### src/rtl/bwm_pkg.sv
`timescale 1ns/1ps
package bwm_pkg;
  typedef enum logic [1:0] {
    UNIT_BYTE = 2'd0,
    UNIT_KIB  = 2'd1,
    UNIT_MIB  = 2'd2,
    UNIT_ALT  = 2'd3
  } bwm_unit_e;

  localparam int KIB_SH = 10;
  localparam int MIB_SH = 20;
  localparam int FRAC_W = MIB_SH;
  localparam int WIN_W  = 16;

  localparam int REG_PRESC = 0;
  localparam int REG_CFG   = 1;
  localparam int REG_CHAN0 = 2;
endpackage

### src/rtl/bwm_timebase.sv
`timescale 1ns/1ps
module bwm_timebase #(
  parameter int PRESC_W = 16,
  parameter int WIN_W   = 16
) (
  input  logic               clk,
  input  logic               rst,
  input  logic               run,
  input  logic               clr,
  input  logic [PRESC_W-1:0] presc_lim,
  input  logic [WIN_W-1:0]   win_lim,
  output logic               tick,
  output logic               win_end
);
  logic [PRESC_W-1:0] presc_cnt;
  logic [WIN_W-1:0]   win_cnt;

  // >= keeps the counters bounded if a limit is lowered mid-window
  assign tick    = run && (presc_cnt >= presc_lim);
  assign win_end = tick && (win_cnt >= win_lim);

  always_ff @(posedge clk) begin
    if (rst || clr) begin
      presc_cnt <= '0;
      win_cnt   <= '0;
    end else if (run) begin
      if (tick) begin
        presc_cnt <= '0;
        if (win_end) win_cnt <= '0;
        else         win_cnt <= win_cnt + 1'b1;
      end else begin
        presc_cnt <= presc_cnt + 1'b1;
      end
    end
  end
endmodule

### src/rtl/bwm_chan.sv
`timescale 1ns/1ps
module bwm_chan
  import bwm_pkg::*;
#(
  parameter int BYTES_W = 8,
  parameter int CNT_W   = 32
) (
  input  logic               clk,
  input  logic               rst,
  input  logic               run,
  input  logic               clr,
  input  bwm_unit_e          unit,
  input  logic               add_vld,
  input  logic [BYTES_W-1:0] add_bytes,
  input  logic               win_end,
  output logic [CNT_W-1:0]   peak
);
  localparam int SUM_W = ((CNT_W > FRAC_W + 1) ? CNT_W : FRAC_W + 1) + 1;
  localparam logic [SUM_W-1:0] SAT = SUM_W'({CNT_W{1'b1}});

  logic [FRAC_W-1:0] frac_q, frac_nx;
  logic [FRAC_W:0]   raw, units;
  logic [CNT_W-1:0]  win_q, win_nx;
  logic [SUM_W-1:0]  wide;

  always_comb begin
    raw = (FRAC_W+1)'(frac_q);
    if (add_vld) raw = raw + (FRAC_W+1)'(add_bytes);
    case (unit)
      UNIT_KIB: begin
        units   = raw >> KIB_SH;
        frac_nx = FRAC_W'(raw[KIB_SH-1:0]);
      end
      UNIT_MIB: begin
        units   = raw >> MIB_SH;
        frac_nx = raw[FRAC_W-1:0];
      end
      default: begin
        units   = raw;
        frac_nx = '0;
      end
    endcase
    wide   = SUM_W'(win_q) + SUM_W'(units);
    win_nx = (wide > SAT) ? {CNT_W{1'b1}} : wide[CNT_W-1:0];
  end

  always_ff @(posedge clk) begin
    if (rst || clr) begin
      frac_q <= '0;
      win_q  <= '0;
      peak   <= '0;
    end else if (run) begin
      frac_q <= frac_nx;
      if (win_end) begin
        win_q <= '0;
        if (win_nx > peak) peak <= win_nx;
      end else begin
        win_q <= win_nx;
      end
    end
  end
endmodule

### src/rtl/bwm_monitor.sv
`timescale 1ns/1ps
module bwm_monitor
  import bwm_pkg::*;
#(
  parameter int N_MASTERS = 4,
  parameter int BYTES_W   = 8,
  parameter int CNT_W     = 32,
  parameter int PRESC_W   = 16,
  parameter int ADDR_W    = 4,
  localparam int ID_W     = (N_MASTERS > 1) ? $clog2(N_MASTERS) : 1
) (
  input  logic               clk,
  input  logic               rst,
  input  logic               reg_we,
  input  logic               reg_re,
  input  logic [ADDR_W-1:0]  reg_addr,
  input  logic [31:0]        reg_wdata,
  output logic [31:0]        reg_rdata,
  input  logic               xfer_vld,
  input  logic [ID_W-1:0]    xfer_id,
  input  logic [BYTES_W-1:0] xfer_bytes
);
  localparam int NCH = N_MASTERS + 1;

  logic [PRESC_W-1:0] presc_q;
  logic [WIN_W-1:0]   win_q;
  bwm_unit_e          unit_q;
  logic               en_q;
  logic               cfg_wr, clr_pulse, tick, win_end;
  logic [CNT_W-1:0]   peak [NCH];
  logic [CNT_W-1:0]   tot_peak;
  logic [31:0]        rd_nx;

  assign cfg_wr    = reg_we && (reg_addr == ADDR_W'(REG_CFG));
  assign clr_pulse = cfg_wr && reg_wdata[0] && !en_q;
  assign tot_peak  = peak[N_MASTERS];

  always_ff @(posedge clk) begin
    if (rst) begin
      presc_q <= '0;
      win_q   <= '0;
      unit_q  <= UNIT_BYTE;
      en_q    <= 1'b0;
    end else if (reg_we) begin
      if (reg_addr == ADDR_W'(REG_PRESC)) presc_q <= reg_wdata[PRESC_W-1:0];
      if (cfg_wr) begin
        win_q  <= reg_wdata[31:16];
        unit_q <= bwm_unit_e'(reg_wdata[2:1]);
        en_q   <= reg_wdata[0];
      end
    end
  end

  bwm_timebase #(.PRESC_W(PRESC_W), .WIN_W(WIN_W)) u_tb (
    .clk(clk), .rst(rst), .run(en_q), .clr(clr_pulse),
    .presc_lim(presc_q), .win_lim(win_q), .tick(tick), .win_end(win_end)
  );

  for (genvar m = 0; m < NCH; m++) begin : g_ch
    logic hit;
    if (m == N_MASTERS) begin : g_all
      assign hit = xfer_vld;
    end else begin : g_one
      assign hit = xfer_vld && (xfer_id == ID_W'(m));
    end
    bwm_chan #(.BYTES_W(BYTES_W), .CNT_W(CNT_W)) u_ch (
      .clk(clk), .rst(rst), .run(en_q), .clr(clr_pulse), .unit(unit_q),
      .add_vld(hit), .add_bytes(xfer_bytes), .win_end(win_end),
      .peak(peak[m])
    );
  end

  always_comb begin
    rd_nx = '0;
    if (reg_addr == ADDR_W'(REG_PRESC)) rd_nx = 32'(presc_q);
    if (reg_addr == ADDR_W'(REG_CFG))
      rd_nx = {win_q, 13'd0, unit_q, en_q};
    for (int m = 0; m < NCH; m++)
      if (reg_addr == ADDR_W'(REG_CHAN0 + m)) rd_nx = 32'(peak[m]);
  end

  always_ff @(posedge clk) begin
    if (rst)         reg_rdata <= '0;
    else if (reg_re) reg_rdata <= rd_nx;
  end
endmodule

### config.mk
export PLATFORM = sky130hd
export DESIGN_NAME = bwm_monitor
export DESIGN_NICKNAME = d
export VERILOG_FILES = /design/src/rtl/bwm_pkg.sv /design/src/rtl/bwm_timebase.sv /design/src/rtl/bwm_chan.sv /design/src/rtl/bwm_monitor.sv
export SDC_FILE = /design/constraint.sdc
export NUM_CORES = 2
export LEC_CHECK = 0
export BUFFER_PORTS_ARGS = -buffer_cell sky130_fd_sc_hd__buf_2
export CORE_ASPECT_RATIO = 1.5
export CORE_MARGIN = 2
export CORE_UTILIZATION = 27
export CTS_CLUSTER_SIZE = 28
export DETAILED_ROUTE_END_ITERATION = 12
export GPL_TIMING_DRIVEN = 0
export SLEW_MARGIN = 10
export SYNTH_ARGS = -nofsm -noshare
export SYNTH_HDL_FRONTEND = slang
export SYNTH_HIERARCHICAL = 1
export SYNTH_SLANG_ARGS = --single-unit
### constraint.sdc
create_clock -name clk -period 12.5 [get_ports clk]
set_input_delay 1.25 -clock clk [delete_from_list [all_inputs] [get_ports clk]]
set_output_delay 1.25 -clock clk [all_outputs]
set_load 0.01 [all_outputs]
# --- After elaboration in Yosys (flattened, before gate mapping) ---
# Cells that the tools add are included.
word_totals:
  ff_bits: 519
  in_bits: 51
op_classes:
  add_sub_neg: 12
  order_cmp: 12
  eq_ne: 11
  n_mux: 34
  n_reduce_logical: 21
op_table:
  columns: ["op", "n"]
  rows:
  - ["32-bit two-way mux", 16]
  - ["21-bit one-hot mux with 2 select lines", 5]
  - ["20-bit one-hot mux with 2 select lines", 5]
  - ["32-bit by 21-bit adder with 33-bit output", 5]
  - ["33-bit by 32-bit > comparator with 1-bit output, second input constant", 5]
  - ["32-bit > comparator", 5]
  - ["20-bit by 8-bit adder with 21-bit output", 5]
  - ["21-bit two-way mux", 5]
  - ["16-bit two-way mux", 3]
  - ["16-bit by 1-bit adder with 16-bit output, second input constant", 2]
  - ["16-bit >= comparator", 2]
  - ["3-bit AND reduction", 5]
  - ["4-bit by 3-bit == test with 1-bit output, second input constant", 3]
  - ["1-bit logical AND", 9]
  - ["4-bit by 2-bit == test with 1-bit output, second input constant", 2]
  - ["2-bit == test, second input constant", 3]
  - ["2-bit AND reduction", 3]
  - ["2-bit by 1-bit == test with 1-bit output, second input constant", 2]
  - ["4-bit by 1-bit == test with 1-bit output, second input constant", 1]
  - ["4-bit zero test", 1]
  - ["2-bit zero test", 1]
  - ["1-bit zero test", 1]
  - ["1-bit logical OR", 1]

# --- Depth between registers and ports, before layout ---
depth:
  ltp_word: 9
  mapped_depth: 34
  depth_no_buf: 30

# --- Hierarchy ---
# The synthesis kept the hierarchy.
by_module_without_submodules:
  columns: ["module", "n_inst", "cells_per_inst", "area_per_inst_um2", "seq_area_each_um2"]
  rows:
  - ["bwm_chan (g_ch[0].u_ch ...)", 3, 814, 6359.8, 1681.6]
  - ["bwm_chan (g_ch[2].u_ch)", 1, 847, 6742.7, 1681.6]
  - ["bwm_chan (g_ch[4].u_ch)", 1, 791, 6147.1, 1681.6]
  - ["bwm_monitor", 1, 492, 4122.7, 1341.3]
  - ["bwm_timebase", 1, 287, 2303.5, 640.6]

# --- Worst setup path before layout ---
# No wires, ideal clock.
synth_path:
  path_type: "input-to-reg"
  start: "in xfer_bytes[0]"
  end: "reg g_ch[4].u_ch.peak[24]"
  setup_ps: 87
  arrival_time_ps: 7221
  required_ps: 12413
  setup_slack_ps: 5192
  stages: 32
  n_path_buf: 2
  path_cell_list: "ha_1 -> inv_1 -> fa_1 -> nor2b_1 -> o21ai_0 -> a21boi_0 -> o21ai_1 -> a2111oi_2 -> nand3_1 -> a2bb2oi_1 -> o21ai_0 -> ha_1 -> fa_1 -> a211oi_1 -> o21a_1 -> or4b_4 -> a21oi_4 -> nor2_4 -> nor3_4 -> nor2_1 -> inv_1 -> ha_1 -> and3_1 -> o311a_1 -> a211oi_1 -> o211ai_1 -> a221oi_1 -> or2_2 -> clkbuf_1 -> clkbuf_1 -> nand3_1 -> o31ai_1"
synth_between:
  elab_chain_len: 8
synth_rtl:
  columns: ["element", "line_no", "rtl"]
  rows:
  - ["from (decl)", "bwm_monitor.sv:21", "input logic [BYTES_W-1:0] xfer_bytes"]
  - ["20-bit by 8-bit adder with 21-bit output (*)", "bwm_chan.sv:28", "if (add_vld) raw = raw + (FRAC_W+1)'(add_bytes);"]
  - ["21-bit two-way mux (*)", "bwm_chan.sv:28", null]
  - ["21-bit one-hot mux with 2 select lines (*)", "bwm_chan.sv:29", "case (unit)"]
  - ["32-bit by 21-bit adder with 33-bit output (*)", "bwm_chan.sv:43", "wide = SUM_W'(win_q) + SUM_W'(units);"]
  - ["33-bit by 32-bit > comparator with 1-bit output", "bwm_chan.sv:44", "win_nx = (wide > SAT) ? {CNT_W{1'b1}} : wide[CNT_W-1:0];"]
  - ["32-bit two-way mux (*)", "bwm_chan.sv:44", null]
  - ["via g_ch[4].u_ch.win_nx[10]", "bwm_chan.sv:23", "logic [CNT_W-1:0] win_q, win_nx;"]
  - ["32-bit > comparator (*)", "bwm_chan.sv:56", "if (win_nx > peak) peak <= win_nx;"]
  - ["3-bit AND reduction (no source line) (*)", null, null]
  - ["to (signal assigned)", "bwm_chan.sv:56", null]
  - ["to (decl)", "bwm_chan.sv:16", "output logic [CNT_W-1:0] peak"]
# The timed path passes the listed nets; every way through them passes the cells marked *.
# A chain may end at the register's enable or synchronous reset.

# --- Worst setup path after layout ---
layout_path:
  start: "in xfer_bytes[0]"
  end: "reg g_ch[4].u_ch.peak[8]"
# Same word-level chain as after synthesis.

==> metrics.txt <==
die area=145300 sq um; number of flops mapped to enable cells by yosys=0; Final TNS setup=0 ps; drt pass-1 iters=6; hold_buf cts=0; RSZ-0062 raised after global routing=no; area leader, netlist=dfxtp_1; Psw=0.0009303 W; Post-Synth Simple-Gate Area=19.31%; Tcrit/Tclk final=73.50%; share of layout cells above drive strength 1=10.27%; Yosys top cell area share=27.06%; internal power=0.002695 W; CP arrival=9670 ps; count of different cell masters after synthesis=113; post-DR vias/cell=5.384; Synth Instances=4859; antenna-violating nets left=0; slowest CP cell=a2111oi_2; Worst Hold Class=reg -> reg; area growth from synthesis to layout=12.10%; Primary FF master, synth=dfxtp_1; post-CTS setup repair buffer count=0; Post-Synth XOR/XNOR Area=4.810%; CTS tree=done; Mapped Nets=5269; clock transition at the registers of the reported paths=60 ps; DP Wirelength=115.7 mm; core region area=141300 sq um; clock skew=20.66 ps; largest net degree at the start of global routing=15; initial antenna violation count=14; Clk pwr share=47.5%; Hold Vio Cnt, Final=0; vias in the first global route=35710; Top delay family on crit path=compound AO/OA/AOI/OAI gates; WL per Instance=20.92 um; measured slew at the worst slew-check pin=1327 ps; CP startpoint kind=primary input; LEAKAGE=17.43 nW; switching share of total power=25.66%; max cap viols=0; Initial DRC Count=2742; DRC Markers=0; Root Buffer=clkbuf_16; # fillers=15200; cell depth of the worst flop-to-flop path=31; Peak VDD IR=0.1020 mV; worst flop-to-flop path endpoint=g_ch[4].u_ch/peak[8]; H-tree depth=2; Min Clock Period, post-route=9188 ps; critical path type=in -> reg; Die Ht=465.9 um; Setup crit start=xfer_bytes[0]; Worst EP required=12990 ps; Async SR Flop Fraction=0%; Pwr per Cell Area=84.23 nW/um^2; die width=311.9 um; post-synthesis adder-cell area fraction=11.89%; Synthesis Warnings=6; first-pass GRT wire length=215.8 mm; Comb pwr share=6.7%; Power, Total=0.003625 W; critical path endpoint category=register; grt ovf=0; sequential area share after synthesis=27.06%; Compound-Gate Fraction of Synth Area=27.24%; via count=37270; DRT Wirelength=144.8 mm; outcome=completed; hold path depth=2; Max Root-Sink Buffers=3; main combinational cell family by area after synthesis=compound AO/OA/AOI/OAI gates; RD Place Congestion=0.9733; Initial Util=27.18%; Slew Limit Fails=0; Worst path max stage delay=660 ps; HP Start=g_ch[0].u_ch/win_q[18]; row cnt=169; Num CTS Buffers=54; Worst Hold Path EP=g_ch[0].u_ch/win_q[18]; multiplexer share of the synthesized area=2.757%; CP bufs+invs=5; largest cells by area after synthesis=dfxtp_1 (27%), ha_1 (11%), nand2_1 (4.7%); Slew HR=11.43%; FMAX=0.1088 GHz; Avg Cell Area, Syn=7.902 sq um; GRT Total Usage=19.16%; maximum fanout along the worst path=10; Layout Nets=5407; Reg power frac=45.9%; Setup Viol. Count Final=0; worst-skew pair later-pin latency=650 ps; register bit total from synthesis=519; reg2reg start=g_ch[4].u_ch/frac_q[0]; post-CTS sizing=0; IO Port Bufs=80; synthesized cell area=38400 sq um; Sink Count=519; worst reg-to-reg setup slack=4120 ps; IO Count=83
## power by group through the flow
stage                     clock (W)  sequential [W]  combinational (W)
after floorplan                   0         0.00170           0.000146
after global placement            0         0.00170           0.000234
after detailed placement          0         0.00170           0.000237
after CTS                   0.00176         0.00166           0.000238
after global routing        0.00181         0.00166           0.000260
final                       0.00172         0.00166           0.000241
## synth_stat cells (46+ instances only)
master / n
nand2_1: 476
nand4_1: 71
ha_1: 349
a22o_1: 86
nor2_1: 433
dfxtp_1: 519
and2_1: 55
o21ai_1: 60
nor3_1: 50
and3_1: 49
buf_2: 72
a21oi_1: 344
a31oi_1: 86
xor2_1: 126
xnor2_1: 83
inv_1: 347
a21o_1: 77
a211oi_1: 88
nand3_1: 157
clkbuf_1: 135
o21ai_0: 301
o211ai_1: 46
mux2i_1: 81
## area by class of cell
class / count / area (sq um) / area share (%)
Tap cell: 1881 / 2354 / 5.468
Timing Repair Buffer: 82 / 442.9 / 1.029
Clock buffer: 73 / 1544 / 3.587
Inverter: 348 / 1306 / 3.035
Sequential cell: 519 / 10390 / 24.14
Antenna cell: 4 / 10.01 / 0.02326
Buffer: 261 / 1354 / 3.145
Clock inverter: 22 / 264.0 / 0.6134
Multi-Input combinational cell: 3731 / 25380 / 58.96
## worst reg2reg max path: cells and delay by family (launching register included)
kind / cells / cell delay (ps)
AOI/OAI and AO/OA: 14 / 3730
and+or+nand+nor: 8 / 2000
adders and majority gates: 5 / 1420
buffers and inverters: 4 / 740
DFF: 1 / 350
## placed cells by master (no fill, tap or decap), types with 24 or more instances in the layout
cell type  synthesis  routed
nor2b_1           37      37
a22o_1            86      86
xor2_1           126     126
o21ai_1           60      60
dfxtp_1          519     518
o21ai_0          301     301
a211oi_1          88      88
a22oi_1           37      37
o31ai_1           36      36
nor3_1            50      50
buf_2             72     152
nand2_1          476     476
nor2_1           433     433
a311oi_1          36      36
xnor2_1           83      83
nand3_1          157     157
mux2i_1           81      81
clkbuf_1         135     143
ha_1             349     349
nand4_1           71      71
and3_1            49      49
o211ai_1          46      46
a21o_1            77      77
nand2_2           24      24
a21oi_1          344     344
and2_1            55      55
inv_1            347     347
a31oi_1           86      86
clkbuf_16          0      55
or3_1             30      30
## state kept, by name (all words and copies together), names as in the netlist
name              count
unit_q                2
g_ch.u_ch/peak      160
u_tb/presc_cnt       16
g_ch.u_ch/frac_q    100
win_q                16
g_ch.u_ch/win_q     160
u_tb/win_cnt         16
en_q                  1
presc_q              16
reg_rdata            32
## worst max path at each step
stage	endpoint	slack, ps	cells past startpoint
floorplan	g_ch[4].u_ch/peak[24]	5190	32
global placement	g_ch[4].u_ch/peak[9]	3050	32
detailed placement	g_ch[4].u_ch/peak[8]	2880	32
CTS	g_ch[4].u_ch/peak[8]	3510	32
global route	g_ch[4].u_ch/peak[8]	2820	32
finish	g_ch[4].u_ch/peak[8]	3310	32
## through the flow
stage / setup slack (ps) / hold WS, ps / util, % / std cells / cell area [sq um]
after detailed placement: 2879 / 449.6 / 29.18 / 6822 / 41220
after global placement: 3050 / 441.8 / 29.13 / 6820 / 41150
after floorplan: 5192 / 431.5 / - / 4859 / 38400
after global routing: 2817 / 479.5 / 30.47 / 6918 / 43040
after CTS: 3505 / 459.7 / 30.46 / 6917 / 43030
final: 3312 / 454.6 / 30.47 / 6921 / 43040
## layer usage
layer,share of wire (%),vias up,global-route usage (%)
met4,8.0,4,13.62
met1,39,17750,20.94
met5,0.023,-,0
li1,-,17900,-
met2,48,1232,34.03
met3,5.1,380,2.622
## cells by family after synthesis
logic type | count (synthesis)
XOR/XNOR | 210
buffers and inverters | 609
AND/OR/NAND/NOR | 1539
adder cells (fa/ha/maj) | 359
multiplexers | 103
AO/OA/AOI/OAI | 1520
flip-flops | 519
No activity file was read; power rests on OpenSTA's default activity.
